--- src/rtl/cdr_sampler_pkg.sv ---
`timescale 1ns/1ps
package cdr_sampler_pkg;
  // strobes handed from the phase control to the datapath
  typedef struct packed {
    logic take;   // capture the synchronized line this cycle
  } cdrStrobe_t;
endpackage

--- src/rtl/cdr_datapath.sv ---
`timescale 1ns/1ps
module cdr_datapath
  import cdr_sampler_pkg::*;
#(
  parameter int SYNC_DEPTH = 2
) (
  input  logic       clk,
  input  logic       rst,
  input  logic       lineIn,
  input  cdrStrobe_t strobe,
  output logic       edgeSeen,
  output logic       bitOut,
  output logic       bitValid
);
  logic [SYNC_DEPTH-1:0] syncChain;
  logic                  syncBit;
  logic                  heldBit;

  assign syncBit  = syncChain[SYNC_DEPTH-1];
  assign edgeSeen = syncBit ^ heldBit;

  always_ff @(posedge clk) begin
    if (rst) begin
      syncChain <= '0;
      heldBit   <= 1'b0;
      bitOut    <= 1'b0;
      bitValid  <= 1'b0;
    end else begin
      syncChain <= {syncChain[SYNC_DEPTH-2:0], lineIn};
      heldBit   <= syncBit;
      bitValid  <= strobe.take;
      if (strobe.take) bitOut <= syncBit;
    end
  end

  // the control never asks for samples on adjacent cycles
  a_r4_no_adjacent: assert property (@(posedge clk) disable iff (rst)
    bitValid |=> !bitValid);
endmodule

--- src/rtl/cdr_control.sv ---
`timescale 1ns/1ps
module cdr_control
  import cdr_sampler_pkg::*;
#(
  parameter int OVERSAMPLE   = 4,
  parameter int CENTER_DELAY = 2
) (
  input  logic       clk,
  input  logic       rst,
  input  logic       edgeSeen,
  output cdrStrobe_t strobe
);
  localparam int CNT_W = (OVERSAMPLE > 2) ? $clog2(OVERSAMPLE) : 1;
  localparam int GAP_W = CNT_W + 2;
  localparam logic [CNT_W-1:0] LAST = CNT_W'(OVERSAMPLE - 1);
  localparam logic [CNT_W-1:0] LOAD = CNT_W'(OVERSAMPLE - CENTER_DELAY);

  logic [CNT_W-1:0] phase;
  logic             takeNow;

  always_comb begin
    takeNow     = (phase == LAST) && !edgeSeen;
    strobe.take = takeNow;
  end

  always_ff @(posedge clk) begin
    if (rst)                phase <= '0;
    else if (edgeSeen)      phase <= LOAD;
    else if (phase == LAST) phase <= '0;
    else                    phase <= phase + CNT_W'(1);
  end

  // cycle counters used only by the checks below
  logic [GAP_W-1:0] gapCnt;
  logic [GAP_W-1:0] sinceEdge;
  always_ff @(posedge clk) begin
    if (rst) begin
      gapCnt    <= '1;
      sinceEdge <= '1;
    end else begin
      if (takeNow)              gapCnt <= '0;
      else if (gapCnt != '1)    gapCnt <= gapCnt + GAP_W'(1);
      if (edgeSeen)             sinceEdge <= GAP_W'(1);
      else if (sinceEdge != '1) sinceEdge <= sinceEdge + GAP_W'(1);
    end
  end

  // the sample lands CENTER_DELAY cycles after a detected level change
  a_r2_mid_bit: assert property (@(posedge clk) disable iff (rst)
    (sinceEdge == GAP_W'(CENTER_DELAY)) && !edgeSeen |-> takeNow);
  // nothing is sampled between the change and that point
  a_r2_no_early: assert property (@(posedge clk) disable iff (rst)
    (sinceEdge < GAP_W'(CENTER_DELAY)) |-> !takeNow);
  // minimum spacing between samples
  a_r4_min_gap: assert property (@(posedge clk) disable iff (rst)
    takeNow |-> gapCnt >= GAP_W'(CENTER_DELAY));
  // without level changes, samples repeat every OVERSAMPLE cycles
  a_r3_free_run: assert property (@(posedge clk) disable iff (rst)
    (gapCnt == GAP_W'(OVERSAMPLE - 1)) && (sinceEdge > GAP_W'(OVERSAMPLE)) && !edgeSeen
    |-> takeNow);
endmodule

--- src/rtl/cdr_sampler.sv ---
`timescale 1ns/1ps
module cdr_sampler
  import cdr_sampler_pkg::*;
#(
  parameter int OVERSAMPLE   = 4,
  parameter int SYNC_DEPTH   = 2,
  parameter int CENTER_DELAY = 2
) (
  input  logic clk,
  input  logic rst,
  input  logic lineIn,
  output logic bitOut,
  output logic bitValid
);
  cdrStrobe_t strobe;
  logic       edgeSeen;

  cdr_control #(
    .OVERSAMPLE  (OVERSAMPLE),
    .CENTER_DELAY(CENTER_DELAY)
  ) u_control (
    .clk     (clk),
    .rst     (rst),
    .edgeSeen(edgeSeen),
    .strobe  (strobe)
  );

  cdr_datapath #(
    .SYNC_DEPTH(SYNC_DEPTH)
  ) u_datapath (
    .clk     (clk),
    .rst     (rst),
    .lineIn  (lineIn),
    .strobe  (strobe),
    .edgeSeen(edgeSeen),
    .bitOut  (bitOut),
    .bitValid(bitValid)
  );
endmodule

--- config.mk ---
export PLATFORM = sky130hd
export DESIGN_NAME = cdr_sampler
export DESIGN_NICKNAME = d
export VERILOG_FILES = /design/src/rtl/cdr_sampler_pkg.sv /design/src/rtl/cdr_datapath.sv /design/src/rtl/cdr_control.sv /design/src/rtl/cdr_sampler.sv
export SDC_FILE = /design/constraint.sdc
export NUM_CORES = 1
export LEC_CHECK = 0
export BUFFER_PORTS_ARGS = -buffer_cell sky130_fd_sc_hd__buf_4
export CAP_MARGIN = 15
export CORE_AREA = 2 2 39 41
export CTS_CLUSTER_DIAMETER = 80
export DETAILED_ROUTE_END_ITERATION = 10
export DIE_AREA = 0 0 41 43
export RECOVER_POWER = 50
export SYNTH_ARGS = -nofsm -noshare
export SYNTH_HDL_FRONTEND = slang
export SYNTH_SLANG_ARGS = --single-unit
--- constraint.sdc ---
create_clock -name clk -period 1.18 [get_ports clk]
set_input_delay 0.177 -clock clk [delete_from_list [all_inputs] [get_ports clk]]
set_output_delay 0.177 -clock clk [all_outputs]
set_load 0.02 [all_outputs]
==> results_dict.tcl <==
set metrics [dict create \
    grt_overflow 0 \
    grt_max_degree 7 \
    yosys_warnings 0 \
    grt.total_usage 0.0534 \
    synth_seq_cells 7 \
    dp.cells 39 \
    boundaryPins 5 \
    ctsLongestPathBuffers 2 \
    cts_tree "yes" \
    final_cells 43 \
    antennaDiodeCount 0 \
    synth_nets 23 \
    grt_pass1_wl_um 545 \
    routed_wirelength_um 352 \
    cts-root-buf "clkbuf_4" \
    cp-end-kind "register" \
    drt_iter0_drc 2 \
    die_y_um 43 \
    fin_setup_tns_ns 0 \
    p_leak_uw 0.000140 \
    ir_worst_vdd_mv 0.478 \
    vias 162 \
    synthTopCellsByArea "dfxtp_1 61%, ha_1 5.4%, nor2b_1 5.4%" \
    area_delta_synth_final_pct 31.9 \
    clock-sinks 7 \
    multi_input_area_um2 85.1 \
    hold_viol_final 0 \
    wl_per_cell_um 8.19 \
    drc 0 \
    yosysTopAreaCell "dfxtp_1" \
    dp_hpwl_um 263 \
    cts_setup_buffers 0 \
    cp_cell_sequence "ha_1 -> a21o_1 -> a32o_1" \
    gp_congestion 0.622 \
    io_buffers 4 \
    fin_crit_sh 0.847 \
    syn_inst 19 \
    criticalPathCategory "reg -> reg" \
    whs_ns 0.140 \
    antenna_found_initial 0 \
    fill_cells 150 \
    worst_skew_pair.late_latency_ns 0.25 \
    cts_made_buffers 3 \
    final_layout_size_suffix_gt1_frac 0.296 \
    setup_viol 0 \
    cp.arrival_ns 1.14 \
    slowest_delay_ns 0.31 \
    nNetsFinal 32 \
    netlist_area_um2 231 \
    initial_core_util 0.167 \
    htree_levels 1 \
    avgViaCountPerCell 3.77 \
    drt.antenna.violating_nets 0 \
    path_clk_slew_ns 0.05 \
    dr.pass1.iters 2 \
    die_w_um 41 \
    rsz0062_at_grt "false" \
    cts_resized 0 \
    slowest_stage "dfxtp_1" \
    outcome "complete, no violations" \
    avgSynthCellArea_um2 12.2 \
    hold_class "in -> reg" \
    fmax_ghz 1.00 \
    ys_types 12 \
    startpoint_type "register" \
    finalClockSkew_ns 0.00251 \
    grt_pass1_vias 144 \
    regArea_um2 140 \
    worst_slew_pin_slew_ns 0.235 \
    min_period_ns 1.00 \
    hold_buffers 0 \
    cp.required_ns 1.32 \
    rows 14 \
    maxCapViolations 0 \
    powerDensity_mw_per_mm2 1660 \
    crit_fanout 4 \
    ys_seq_area_frac 0.605 \
    final-max-slew-violation-count 0 \
    core_mm2 0.00138 \
    fin_util 0.221 \
    die-area_mm2 0.00176 \
    yosysTopAreaCellShare 0.605 \
    slew_headroom 0.843 \
]
==> critical path: cells and delay by family, from the launching register on <==
| family | cells | cell delay [ns] |
|---|---|---|
| compound gates | 2 | 0.35 |
| flops | 1 | 0.31 |
| fa+ha+maj | 1 | 0.23 |
==> stage by stage <==
| stage | setup WS (ns) | total power [uW] | area [um^2] |
|---|---|---|---|
| after detailed placement | 0.182 | 301 | 282 |
| after CTS | 0.178 | 525 | 308 |
| final | 0.180 | 508 | 305 |
| after global placement | 0.199 | 298 | 282 |
| after floorplan | 0.222 | 285 | 231 |
| after global routing | 0.144 | 538 | 305 |
==> registers in the layout (all words and copies together), names as in the netlist <==
register	cells
u_datapath.syncChain	2
u_datapath.bitOut	1
u_control.phase	2
u_datapath.bitValid	1
u_datapath.heldBit	1
==> metal layers <==
metal	up-vias	wire (um)	GRT usage
met5	-	0	0
met4	0	0	0.0400
met3	0	35	0.0628
met2	7	149	0.0563
met1	71	166	0.0554
li1	84	-	-
==> cell usage after synthesis (all sizes together) <==
master,number
a21o,1
a32o,1
nand2b,1
nor3b,1
xor2,1
nor2b,3
nor4,1
ha,1
o21a,1
dfxtp,7
inv,1
==> power breakdown <==
group / switching [uW] / internal, uW / leakage, uW
Combinational: 16.3 / 19.6 / 0.0000672
Sequential: 5.74 / 252 / 0.0000575
Clock: 85.7 / 129 / 0.0000150
==> cell type report <==
cell class,instances,area share
repair buffers,4,0.0984
flip-flops and latches,7,0.459
multi-input cells,11,0.279
inverters,1,0.0123
well taps,16,0.0656
clock buffers,4,0.0861
==> cell families (layout without fill, tap and decap cells) <==
| family | after synthesis | in the layout | share of synthesized area |
|---|---|---|---|
| AOI/OAI and AO/OA | 3 | 3 | 0.108 |
| DFF | 7 | 7 | 0.605 |
| and+or+nand+nor | 6 | 6 | 0.178 |
| buffers and inverters | 1 | 9 | 0.0162 |
| xor gates and xnor gates | 1 | 1 | 0.0378 |
| adders and majority gates | 1 | 1 | 0.0540 |
==> cell usage in the layout, fill, tap and decap left out, types with 3 or more instances in the layout <==
cell type  Yosys  layout
nor2b_1        2       3
dfxtp_1        7       7
clkbuf_4       0       4
buf_4          0       3
==> final timing paths <==
path / startpoint / to / slack [ns] / depth (start not counted)
setup reg to reg: u_control.phase[0]$_SDFF_PP0_ / u_datapath.bitOut$_SDFFE_PP0P_ / 0.18 / 3
hold / removal: rst / u_datapath.syncChain[1]$_SDFF_PP0_ / 0.14 / 2
setup / recovery: u_control.phase[0]$_SDFF_PP0_ / u_datapath.bitOut$_SDFFE_PP0P_ / 0.18 / 3
hold reg to reg: u_control.phase[0]$_SDFF_PP0_ / u_control.phase[0]$_SDFF_PP0_ / 0.42 / 1
(Power assumes the default switching activity.)
